--- config.mk ---
export PLATFORM = sky130hd
export DESIGN_NAME = smi_status_agg
export DESIGN_NICKNAME = d
export VERILOG_FILES = /design/src/rtl/smi_agg_pkg.sv /design/src/rtl/smi_pin_sync.sv /design/src/rtl/smi_status_bank.sv /design/src/rtl/smi_status_agg.sv
export SDC_FILE = /design/constraint.sdc
export NUM_CORES = 1
export LEC_CHECK = 0
export ABC_AREA = 1
export BUFFER_PORTS_ARGS = -buffer_cell sky130_fd_sc_hd__buf_2
export CAP_MARGIN = 20
export CORE_ASPECT_RATIO = 2
export CORE_MARGIN = 3
export CORE_UTILIZATION = 53
export CTS_CLUSTER_SIZE = 28
export DETAILED_ROUTE_END_ITERATION = 16
export PLACE_DENSITY = 0.95
export SLEW_MARGIN = 20
export SYNTH_ARGS = -nofsm -noshare
export SYNTH_HDL_FRONTEND = slang
export SYNTH_HIERARCHICAL = 1
export SYNTH_SLANG_ARGS = --single-unit
--- constraint.sdc ---
create_clock -name clk -period 3.45 [get_ports clk]
set_input_delay 0.5175 -clock clk [delete_from_list [all_inputs] [get_ports clk]]
set_output_delay 0.5175 -clock clk [all_outputs]
set_load 0.05 [all_outputs]
--- src/rtl/smi_agg_pkg.sv ---
`timescale 1ns/1ps
package smi_agg_pkg;
   localparam int DATA_W = 32;

   // word addresses
   localparam int A_SUMMARY    = 0;
   localparam int A_INT_MIRROR = 1;
   localparam int A_INT_RC     = 2;
   localparam int A_EXT        = 3;
   localparam int A_INT_EN     = 4;

   // internal status bit positions (decoded by the firmware handler)
   localparam int INT_W  = 6;
   localparam int IB_CMD = 0;
   localparam int IB_THR = 1;
   localparam int IB_SLP = 2;
   localparam int IB_L3  = 4;
   localparam int IB_BIO = 5;

   // summary bit positions
   localparam int SB_INT = 2;
   localparam int SB_EXT = 10;

   typedef struct packed {
      logic bios_b;
      logic bios_a;
      logic lvl3;
      logic sleep;
      logic throttle;
   } int_en_t;

   localparam int_en_t INT_EN_RST = '{bios_b: 1'b0, bios_a: 1'b0,
                                      lvl3: 1'b1, sleep: 1'b1, throttle: 1'b1};
endpackage

--- src/rtl/smi_pin_sync.sv ---
`timescale 1ns/1ps
module smi_pin_sync #(
   parameter int N      = 8,
   parameter int STAGES = 2
) (
   input  logic         clk,
   input  logic         rst_n,
   input  logic [N-1:0] pin_i,
   output logic [N-1:0] rise_o
);
   localparam int MSB = STAGES - 1;

   if (STAGES < 2) begin : g_bad_stages
      $error("smi_pin_sync: STAGES must be at least 2");
   end
   if (N < 1) begin : g_bad_n
      $error("smi_pin_sync: N must be at least 1");
   end

   for (genvar i = 0; i < N; i++) begin : g_pin
      logic [STAGES-1:0] chain_q;
      logic              prev_q;

      always_ff @(posedge clk) begin
         if (!rst_n) begin
            chain_q <= '0;
            prev_q  <= 1'b0;
         end else begin
            chain_q <= {chain_q[STAGES-2:0], pin_i[i]};
            prev_q  <= chain_q[MSB];
         end
      end

      assign rise_o[i] = chain_q[MSB] & ~prev_q;
   end

   // an edge indication lasts one cycle only
   p_one_pulse_r7: assert property (@(posedge clk) disable iff (!rst_n)
      (|rise_o) |=> ((rise_o & $past(rise_o)) == '0));
endmodule

--- src/rtl/smi_status_bank.sv ---
`timescale 1ns/1ps
module smi_status_bank #(
   parameter int W = 8
) (
   input  logic         clk,
   input  logic         rst_n,
   input  logic [W-1:0] set_i,
   input  logic [W-1:0] clr_i,
   output logic [W-1:0] q_o,
   output logic         any_next_o
);
   if (W < 1) begin : g_bad_w
      $error("smi_status_bank: W must be at least 1");
   end

   logic [W-1:0] q_d;

   always_comb begin
      q_d = (q_o & ~clr_i) | set_i;
   end

   assign any_next_o = |q_d;

   always_ff @(posedge clk) begin
      if (!rst_n) q_o <= '0;
      else        q_o <= q_d;
   end

   // a set in the same cycle as a clear wins
   p_set_wins_r11: assert property (@(posedge clk) disable iff (!rst_n)
      (|set_i) |=> ((q_o & $past(set_i)) == $past(set_i)));

   // cleared bits without a set are empty afterwards
   p_clear_r4_r8: assert property (@(posedge clk) disable iff (!rst_n)
      (|(clr_i & ~set_i)) |=> ((q_o & $past(clr_i & ~set_i)) == '0));
endmodule

--- src/rtl/smi_status_agg.sv ---
`timescale 1ns/1ps
module smi_status_agg
   import smi_agg_pkg::*;
#(
   parameter int N_EXT       = 8,
   parameter int ADDR_W      = 4,
   parameter int SYNC_STAGES = 2
) (
   input  logic              clk,
   input  logic              rst_n,
   input  logic              bus_sel,
   input  logic              bus_wr,
   input  logic [ADDR_W-1:0] bus_addr,
   input  logic [3:0]        bus_be,
   input  logic [31:0]       bus_wdata,
   output logic [31:0]       bus_rdata,
   input  logic              ev_cmd_wr,
   input  logic              ev_throttle,
   input  logic              ev_sleep,
   input  logic              ev_lvl3_rd,
   input  logic              ev_bios,
   input  logic [N_EXT-1:0]  ext_smi_pin,
   output logic              smi_o
);
   localparam int EXT_LANE = 8;

   if (N_EXT < 1 || N_EXT > EXT_LANE) begin : g_bad_next
      $error("smi_status_agg: N_EXT must be 1..8");
   end
   if ((1 << ADDR_W) <= A_INT_EN) begin : g_bad_addr
      $error("smi_status_agg: ADDR_W too small for the register map");
   end

   // bus decode
   logic rd, wr;
   logic hit_sum, hit_mir, hit_rc, hit_ext, hit_en;

   assign rd      = bus_sel & ~bus_wr;
   assign wr      = bus_sel &  bus_wr;
   assign hit_sum = (bus_addr == ADDR_W'(A_SUMMARY));
   assign hit_mir = (bus_addr == ADDR_W'(A_INT_MIRROR));
   assign hit_rc  = (bus_addr == ADDR_W'(A_INT_RC));
   assign hit_ext = (bus_addr == ADDR_W'(A_EXT));
   assign hit_en  = (bus_addr == ADDR_W'(A_INT_EN));

   logic unused_ok;
   assign unused_ok = ^{bus_wdata[31:N_EXT], bus_be[3], bus_be[1]};

   // enable registers
   int_en_t          en_q;
   logic [N_EXT-1:0] ext_en_q;

   always_ff @(posedge clk) begin
      if (!rst_n) begin
         en_q     <= INT_EN_RST;
         ext_en_q <= '0;
      end else begin
         if (wr && hit_en && bus_be[0])  en_q     <= int_en_t'(bus_wdata[4:0]);
         if (wr && hit_ext && bus_be[0]) ext_en_q <= bus_wdata[N_EXT-1:0];
      end
   end

   // internal second-level status
   logic [INT_W-1:0] int_set, int_clr, int_st;
   logic             int_any_next;

   always_comb begin
      int_set         = '0;
      int_set[IB_CMD] = ev_cmd_wr;
      int_set[IB_THR] = ev_throttle & en_q.throttle;
      int_set[IB_SLP] = ev_sleep    & en_q.sleep;
      int_set[IB_L3]  = ev_lvl3_rd  & en_q.lvl3;
      int_set[IB_BIO] = ev_bios & en_q.bios_a & en_q.bios_b;
   end

   assign int_clr = {INT_W{rd & hit_rc & bus_be[0]}};

   smi_status_bank #(.W(INT_W)) u_int_bank (
      .clk       (clk),
      .rst_n     (rst_n),
      .set_i     (int_set),
      .clr_i     (int_clr),
      .q_o       (int_st),
      .any_next_o(int_any_next)
   );

   // external pins
   logic [N_EXT-1:0] ext_rise, ext_set, ext_clr, ext_st;
   logic             ext_any_next;

   smi_pin_sync #(.N(N_EXT), .STAGES(SYNC_STAGES)) u_pin_sync (
      .clk   (clk),
      .rst_n (rst_n),
      .pin_i (ext_smi_pin),
      .rise_o(ext_rise)
   );

   assign ext_set = ext_rise & ext_en_q;
   assign ext_clr = {N_EXT{rd & hit_ext & bus_be[2]}};

   smi_status_bank #(.W(N_EXT)) u_ext_bank (
      .clk       (clk),
      .rst_n     (rst_n),
      .set_i     (ext_set),
      .clr_i     (ext_clr),
      .q_o       (ext_st),
      .any_next_o(ext_any_next)
   );

   // top-level summary, updated on the same edge as the status
   logic sum_int_q, sum_ext_q;

   always_ff @(posedge clk) begin
      if (!rst_n) begin
         sum_int_q <= 1'b0;
         sum_ext_q <= 1'b0;
      end else begin
         sum_int_q <= int_any_next;
         sum_ext_q <= ext_any_next;
      end
   end

   assign smi_o = sum_int_q | sum_ext_q;

   // read mux
   always_comb begin
      bus_rdata = '0;
      if (rd) begin
         if (hit_sum) begin
            bus_rdata[SB_INT] = sum_int_q;
            bus_rdata[SB_EXT] = sum_ext_q;
         end else if (hit_mir || hit_rc) begin
            bus_rdata = 32'(int_st);
         end else if (hit_ext) begin
            bus_rdata = {8'h00, 8'(ext_st), 8'(ext_st), 8'(ext_en_q)};
         end else if (hit_en) begin
            bus_rdata = 32'(en_q);
         end
      end
   end

   // the command event is never gated
   p_cmd_always_r1: assert property (@(posedge clk) disable iff (!rst_n)
      ev_cmd_wr |=> int_st[IB_CMD]);

   // BIOS event blocked unless both gates are on
   p_bios_gate_r3: assert property (@(posedge clk) disable iff (!rst_n)
      (ev_bios && !(en_q.bios_a && en_q.bios_b) && !int_st[IB_BIO])
      |=> !int_st[IB_BIO]);

   // a mirror read never drops a bit
   p_mirror_keeps_r5: assert property (@(posedge clk) disable iff (!rst_n)
      (rd && hit_mir) |=> ((int_st & $past(int_st)) == $past(int_st)));

   // summary bits follow their groups
   p_sum_tracks_r9: assert property (@(posedge clk) disable iff (!rst_n)
      (sum_int_q == (|int_st)) && (sum_ext_q == (|ext_st)));

   // SMI drops right after the last status is cleared
   p_smi_drop_r10: assert property (@(posedge clk) disable iff (!rst_n)
      (rd && hit_rc && bus_be[0] && !(|int_set) && !(|ext_set) && !sum_ext_q)
      |=> !smi_o);
endmodule

* Word level (Yosys, flattened, before mapping)
Index checks and enable logic that the tools add are counted.
Storage, ports and cells: register bits 53, latch bits 0, memory bits (writable) 0, memory bits (read-only) 0, input port bits 57, output and inout bits 33, logic and storage cells 83, memories 0
Operators by class: $add $sub $neg 0, $mul 0, divide/modulo/power cells 0, magnitude comparators 0, eq/ne operators 4, shift operators 0, muxes and demuxes 9, bitwise operators 36, reductions and logical operators 8
Operators with widths (number):
- $mux 32 | 3
- $mux 21 | 1
- $and 1x1->1 | 19
- $and 8x8->8 | 2
- $not 1->1 | 9
- $eq 4x2->1 const B | 2
- $not 8->8 | 1
- $or 8x8->8 | 1
- $reduce_or 8->1 | 1
- $mux 7 | 1
- $and 6x6->6 | 1
- $not 6->6 | 1
- $or 6x6->6 | 1
- $reduce_or 6->1 | 1
- $mux 5 | 1
- $eq 4x1->1 const B | 1
- $eq 4x3->1 const B | 1
- $logic_and 1x1->1 | 4
- $logic_not 4->1 | 1
- $mux 1 | 2
- $mux 2 | 1
- $logic_or 1x1->1 | 1
- $or 1x1->1 | 1

* Depth between registers and ports, before layout
Gate-level depths: netlist of the first run.
depth after elaboration 8, depth in mapped cells 13, depth with buffers taken out 12

* Cells and area by module
Netlist of the first run, hierarchy kept.
By module, submodules not included:
- smi_status_agg | times used 1, cells each 190, area each 1114.8 µm², seq. area each 300.3 µm²
- smi_pin_sync | times used 1, cells each 90, area each 743.2 µm², seq. area each 480.5 µm²
- smi_status_bank (u_ext_bank) | times used 1, cells each 40, area each 320.3 µm², seq. area each 160.2 µm²
- smi_status_bank (u_int_bank) | times used 1, cells each 41, area each 265.3 µm², seq. area each 120.1 µm²

* Worst setup path before layout of the first run
Ideal clock, no wire load.
path kind input -> output, from input port bus_addr[3], to output port bus_rdata[16], data arrival time 2.045 ns, data required time 2.932 ns, path slack 0.887 ns, stages on the path 7, path buffers 2, cell sequence inv_1 nand2_2 nor2_8 nand2_2 buf_6 nor2_1 buf_4
On the way: word-level cells in the longest chain between the ends 5, elaborated cells on any way between the ends 9, those cells by class eq/ne: 3; mux: 4; reduce/logical: 2
RTL lines:
- start, declared | line smi_status_agg.sv:13 | input logic [ADDR_W-1:0] bus_addr,
- $eq 4x2->1 (tied with other cells) | line smi_status_agg.sv:43 | assign hit_ext = (bus_addr == ADDR_W'(A_EXT));
- $mux 32 / $logic_or 1x1->1 (equally long branches) | line smi_status_agg.sv:134, smi_status_agg.sv:132
- $mux 32 | line smi_status_agg.sv:132 | end else if (hit_mir || hit_rc) begin
- $mux 21 (*) | line smi_status_agg.sv:129 | if (hit_sum) begin
- $mux 32 (*) | line smi_status_agg.sv:128 | if (rd) begin
- end, declared | line smi_status_agg.sv:16 | output logic [31:0] bus_rdata,
Every way passes the cells marked *; elsewhere a longest branch is shown, timed or not.

* Worst setup path after layout of the first run
from input port bus_wr, to output port bus_rdata[0]
On the way: word-level cells in the longest chain between the ends 3
RTL lines:
- start, declared | line smi_status_agg.sv:12 | input logic bus_wr,
- $not 1->1 | line smi_status_agg.sv:38 | assign rd = bus_sel & ~bus_wr;
- $and 1x1->1 | line smi_status_agg.sv:38
- $mux 32 | line smi_status_agg.sv:128
No other way between the ends.

==> impl_metrics.json, run 1 <==
{
  "layout_commonest_cell": "inv_1",
  "met3_wirelength_um": 307,
  "wl_um": 5030,
  "required_ns": 2.93,
  "antenna_found_initial": 0,
  "tns_ns": 0,
  "reg2reg_from": "u_pin_sync/g_pin[4].chain_q[1]",
  "rows": 34,
  "synth_fa_ha_area_frac": 0,
  "hold_path_end": "u_pin_sync/g_pin[0].chain_q[0]",
  "yosysWarnings": 6,
  "grt_pass1_wl_um": 7940,
  "ir_worst_vdd_v": 0.000468,
  "worstSetupPathType": "in2out",
  "p_leak_nw": 1.63,
  "syn2layout_area_growth_pct": 13.4,
  "period_share": 0.626,
  "arrival_ns": 1.64,
  "synthCells": 361,
  "setup_slack_ns": 1.29,
  "syn_area_per_cell_sq_um": 6.77,
  "die_w_um": 54.0,
  "crit_path_end_kind": "primary output",
  "critPathMaxFanout": 4,
  "slew_headroom": 0.491,
  "viasPerCell": 4.59,
  "drc": 0,
  "clockBufferDepth": 2,
  "grt_pass1_vias": 2069,
  "synth_top_family_by_area": "simple AND/OR/NAND/NOR gates",
  "layout-drive-gt1-share": 0.204,
  "hold_buffers": 0,
  "routedWlPerCell_um": 10.8,
  "overflow": 0,
  "nets": 469,
  "r2r_cells": 10,
  "hp-class": "in2reg",
  "min_path_cells": 3,
  "final_cell_mix": "inv_1, nand2_1, nor2_1, buf_2, dfxtp_1",
  "core_area_sq_um": 4380,
  "synth_compound_area_frac": 0.0737,
  "setup_violations": 0,
  "synthXorXnorAreaFrac": 0,
  "status": "complete, no violations",
  "r2r_setup_slack_ns": 2.31,
  "p_total_mw": 1.14,
  "cts_setup_buffers": 0,
  "worst_pin_slew_ns": 0.758,
  "dp.final_hpwl_um": 3880,
  "clock.fmax_mhz": 463,
  "finClkSkew_ns": 0.0103,
  "place_congestion": 0.804,
  "hp-start": "ext_smi_pin[0]",
  "clk_latency_ns": 0.30,
  "post-route-util": 0.632,
  "slew_violations": 0,
  "cp-start-kind": "input pin",
  "numPortBuffers": 55,
  "diodes": 0,
  "reg2reg_to": "sum_ext_q",
  "rsz0062_at_grt": "false",
  "h-tree-depth": 2,
  "finalHoldViolations": 0,
  "die_area_sq_um": 5510,
  "clk_pin_slew_ns": 0.08,
  "fp.dieH_um": 102,
  "netlist_area_sq_um": 2440,
  "synthMuxAreaShare": 0,
  "cts_buffers": 5,
  "via_count": 2141,
  "design_area_sq_um": 2770,
  "synth.distinct_cells": 23,
  "period_minus_slack_ns": 2.16,
  "ys_ff_latch": 53,
  "drtPass1Iterations": 4,
  "synthSimpleGateAreaFrac": 0.286,
  "maxCapViolations": 0,
  "grt_usage": 0.198,
  "pre_cts_slack_ns": 1.15,
  "cts_resized": 0,
  "pin_count": 90,
  "yosysSeqAreaShare": 0.434,
  "top_layer_used": "met4",
  "antenna_left": 0,
  "tritoncts": "yes",
  "cts-root-buf": "clkbuf_8",
  "power_density_nw_per_um2": 413,
  "drt_iter0_markers": 47,
  "met1Wirelength_um": 1740,
  "wl_met2_um": 2720,
  "clock_sinks": 53,
  "place_area_sq_um": 2670,
  "initial_core_util": 0.558,
  "grt_max_degree": 42
}
through the flow:
step           instances  hold slack (ns)
2_1_floorplan        369            0.390
3_3_place_gp         459            0.393
3_5_place_dp         459            0.398
4_1_cts              466            0.378
5_1_grt              466            0.389
6_report             466            0.392
cells in the mapped netlist (all sizes together):
cell type  number  share of area
or2             1         0.0026
nand2          84           0.14
clkbuf          1         0.0015
nand3           8          0.016
nand4           1         0.0026
o21ai          15          0.031
conb            1         0.0015
clkinv          1         0.0036
inv            91           0.14
buf            18          0.060
nor2           70           0.12
a21oi          15          0.043
and3            1         0.0026
nor3            1         0.0020
dfxtp          53           0.43
worst max path at each step:
stage                               end  cells past startpoint        start
after floorplan           bus_rdata[16]                      7  bus_addr[3]
after global placement        sum_int_q                     11       bus_wr
after detailed placement      sum_int_q                     11       bus_wr
after CTS                  bus_rdata[0]                      7       bus_wr
after global routing       bus_rdata[0]                      7       bus_wr
final                      bus_rdata[0]                      7       bus_wr
registers in the layout (all words and copies together) (netlist names):
signal,count
en_q,5
sum_int_q,1
u_pin_sync/g_pin.chain_q,16
u_ext_bank/q_o,8
u_pin_sync/g_pin.prev_q,8
sum_ext_q,1
ext_en_q,8
u_int_bank/q_o,6
layout make-up:
class	count	area [sq um]
fill	390	1610
sequential	53	1060
multi-input combinational	205	912
inverter	92	350
timing repair buffer	55	275
clock buffer	5	68.8
tap	54	67.6
clock inverter	2	35.0
routing by layer:
metal | vias to the layer above | track usage
li1 | 1108 | -
met1 | 948 | 0.165
met2 | 70 | 0.374
met3 | 15 | 0.0365
met4 | 0 | 0.154
met5 | - | 0
worst max-delay path: stages:
cell and delay, ns:
buf_2 0.11, nor2_2 0.18, inv_1 0.11, nor2_1 0.21, o21ai_0 0.12, nor2_1 0.11
buf_2 0.26
power by group:
part / switching (mW) / total [mW] / internal (mW)
Combinational: 0.0766 / 0.109 / 0.0326
Clock: 0.189 / 0.400 / 0.211
Sequential: 0.00684 / 0.636 / 0.629
kinds of logic after synthesis:
kind of cell | count (synthesis)
compound gates | 30
buf+inv | 111
flops | 53
other cells | 1
simple gates | 166
Note: power is estimated with default switching activity, not from simulation.
==> run 2: changes to the inputs <==
- ABC_AREA: 1 -> 0
- CORE_UTILIZATION: 53 -> 44
- PLACE_DENSITY: 0.95 -> 0.85
- clock period: 3.45 -> 1.8 ns (I/O delays scaled with it)
==> run 2 against run 1 <==
Against the previous run:
- critical endpoint is now bus_rdata[4]
- final area up 14%
- largest cell class is now multi-input gates
- via count down 3.1%
- highest routed layer unchanged
- sequential share of layout area fell by 4.8 points
- sequential power grew 92%
==> impl_metrics.json, run 2 <==
{
  "finClkSkew_ns": 0.0115,
  "via_count": 2074,
  "overflow": 0,
  "ys_ff_latch": 53,
  "nets": 389,
  "groute.layer.met3.usage": 0.0311,
  "slew_violations": 0,
  "period_share": 0.997,
  "synth.distinct_cells": 41,
  "yosysSeqAreaShare": 0.427,
  "initial_core_util": 0.458,
  "place_area_sq_um": 2860,
  "antenna_found_initial": 0,
  "yosysWarnings": 6,
  "design_area_sq_um": 3170,
  "netlist_area_sq_um": 2480,
  "synthArstFlopShare": 0,
  "diodes": 0,
  "tritoncts": "yes",
  "core_area_sq_um": 5420,
  "n_fill_cell": 475,
  "p_leak_nw": 1.34,
  "clockBufferDepth": 2,
  "clock.fmax_mhz": 557,
  "cp-start-kind": "input pin",
  "numPortBuffers": 55,
  "yosys-top-cells-area": "dfxtp_1, and2_1, nor2b_1",
  "rsz0062_at_grt": "true",
  "place_congestion": 0.905,
  "die_w_um": 59.1,
  "regMostFlops": "u_pin_sync/g_pin.chain_q",
  "comb_power_share": 0.113,
  "grt_max_degree": 54,
  "place_inst": 384,
  "cts-root-buf": "clkbuf_8",
  "clk_latency_ns": 0.31,
  "finalHoldViolations": 0,
  "maxCapViolations": 0,
  "final_cell_mix": "dfxtp_1, and2_1, buf_2, buf_4, nor2b_1",
  "worst_pin_slew_ns": 0.712,
  "status": "complete, no violations",
  "hold_buffers": 0,
  "power_density_nw_per_um2": 685,
  "grt_use_met1": 0.191,
  "netlist.top_cell.by_area": "dfxtp_1",
  "drc": 0,
  "antenna_left": 0,
  "p_int_mw": 1.60,
  "period_minus_slack_ns": 1.79,
  "largest_reg_flops": 16,
  "drtPass1Iterations": 4,
  "tns_ns": 0,
  "fp.dieH_um": 112,
  "p_sw_frac": 0.264,
  "holdWs_ns": 0.154,
  "syn2layout_area_growth_pct": 27.7,
  "crit_path_end_kind": "primary output",
  "layout-drive-gt1-share": 0.378,
  "pwr-share-clk": 0.326,
  "critPathMaxFanout": 4,
  "arrival_ns": 1.52,
  "p_total_mw": 2.17,
  "synthMostInstantiatedCell": "dfxtp_1",
  "slew_headroom": 0.526,
  "cts_buffers": 5,
  "hp-class": "in2reg",
  "synth_common_cells": "dfxtp_1, and2_1, nor2b_1, nand3_1, buf_4",
  "dp.final_hpwl_um": 4130,
  "die_area_sq_um": 6630,
  "drt_iter0_markers": 45,
  "grt_pass1_vias": 2079,
  "grt_busiest_layer": "met2",
  "routedWlPerCell_um": 13.7,
  "synth_top_area_share": 0.427,
  "h-tree-depth": 2,
  "clock_sinks": 53,
  "fin_cells": 393,
  "clk_pin_slew_ns": 0.10,
  "pin_count": 90,
  "p_sw_uw": 573,
  "viasPerCell": 5.28,
  "synthCells": 266,
  "required_ns": 1.53,
  "met2_usage": 0.296,
  "synth_edf_count": 0,
  "worstSetupPathType": "in2out",
  "grt_usage": 0.175,
  "syn_area_per_cell_sq_um": 9.33,
  "setup_violations": 0,
  "ir_worst_vdd_v": 0.000932,
  "p_seq_frac": 0.562,
  "synth_top_flop_cell": "dfxtp_1",
  "wl_um": 5390,
  "layout_commonest_cell": "dfxtp_1",
  "grt_pass1_wl_um": 8980,
  "rows": 38
}
run 2: cell types whose count changed in the layout (fill, tap and decap cells not counted), moves of 10 or more:
cell / delta
a21boi_0: +10
and2_1: +29
and2_2: +11
buf_2: -26
buf_4: +25
buf_8: +15
inv_1: -85
nand2_1: -71
nand3_1: +11
nor2_1: -64
nor2b_1: +21
run 2: per-stage QoR:
stage / worst slack [ns] / utilization
after global placement: -0.258 / 0.528
final: 0.00555 / 0.585
after CTS: -0.00282 / 0.582
after detailed placement: -0.324 / 0.528
after floorplan: -0.192 / -
after global routing: -0.0398 / 0.585
run 2: per-layer routing:
layer	routed length (um)	vias to the layer above
met2	2820	84
met1	1960	944
li1	-	1024
met4	278	0
met3	321	22
met5	0	-
run 2: power by group through the flow:
stage                     Clock, mW  Sequential, mW  Combinational (mW)
after global placement            0            1.24               0.233
after CTS                     0.734            1.22               0.243
after global routing          0.768            1.22               0.266
final                         0.707            1.22               0.245
after detailed placement          0            1.25               0.239
after floorplan                   0            1.24               0.171
run 2: area by class of cell:
cell class / count / area, sq um / area share
Tap cell: 60 / 75.1 / 0.0237
Sequential cell: 53 / 1060 / 0.335
Multi-Input combinational cell: 187 / 1280 / 0.403
Clock inverter: 3 / 28.8 / 0.00908
Clock buffer: 5 / 68.8 / 0.0217
Inverter: 9 / 33.8 / 0.0107
Timing Repair Buffer: 76 / 626 / 0.197
run 2: worst max-delay path, cell delays in order:
cell	delay (ns)
buf_6	0.09
or4b_4	0.59
nor2b_2	0.21
a22o_2	0.17
buf_4	0.19
run 2: timing repair:
item,CTS,global route
pin swaps,1,3
gates resized for setup,62,6
buffers inserted,1,0
endpoints found under the setup margin,21,25
run 2: path summary, 6_finish.rpt:
| path | startpoint | depth (start not counted) | slack [ns] | end |
|---|---|---|---|---|
| setup / recovery | bus_addr[3] | 5 | 0.006 | bus_rdata[4] |
| hold / removal | ext_smi_pin[6] | 2 | 0.15 | u_pin_sync/g_pin[6].chain_q[0] |
| setup reg to reg | u_pin_sync/g_pin[2].chain_q[1] | 5 | 0.45 | sum_ext_q |
| hold reg to reg | u_pin_sync/g_pin[2].chain_q[0] | 1 | 0.45 | u_pin_sync/g_pin[2].chain_q[1] |
run 2: cells by family (layout without fill, tap and decap cells):
logic type / count (synthesis) / in the layout / share of synthesized area
AND/OR/NAND/NOR: 120 / 120 / 0.305
AO/OA/AOI/OAI: 55 / 55 / 0.168
flip-flops: 53 / 53 / 0.427
buffers and inverters: 35 / 93 / 0.0897
other: 1 / 10 / 0.00151
XOR/XNOR: 1 / 1 / 0.00353
multiplexers: 1 / 1 / 0.00454
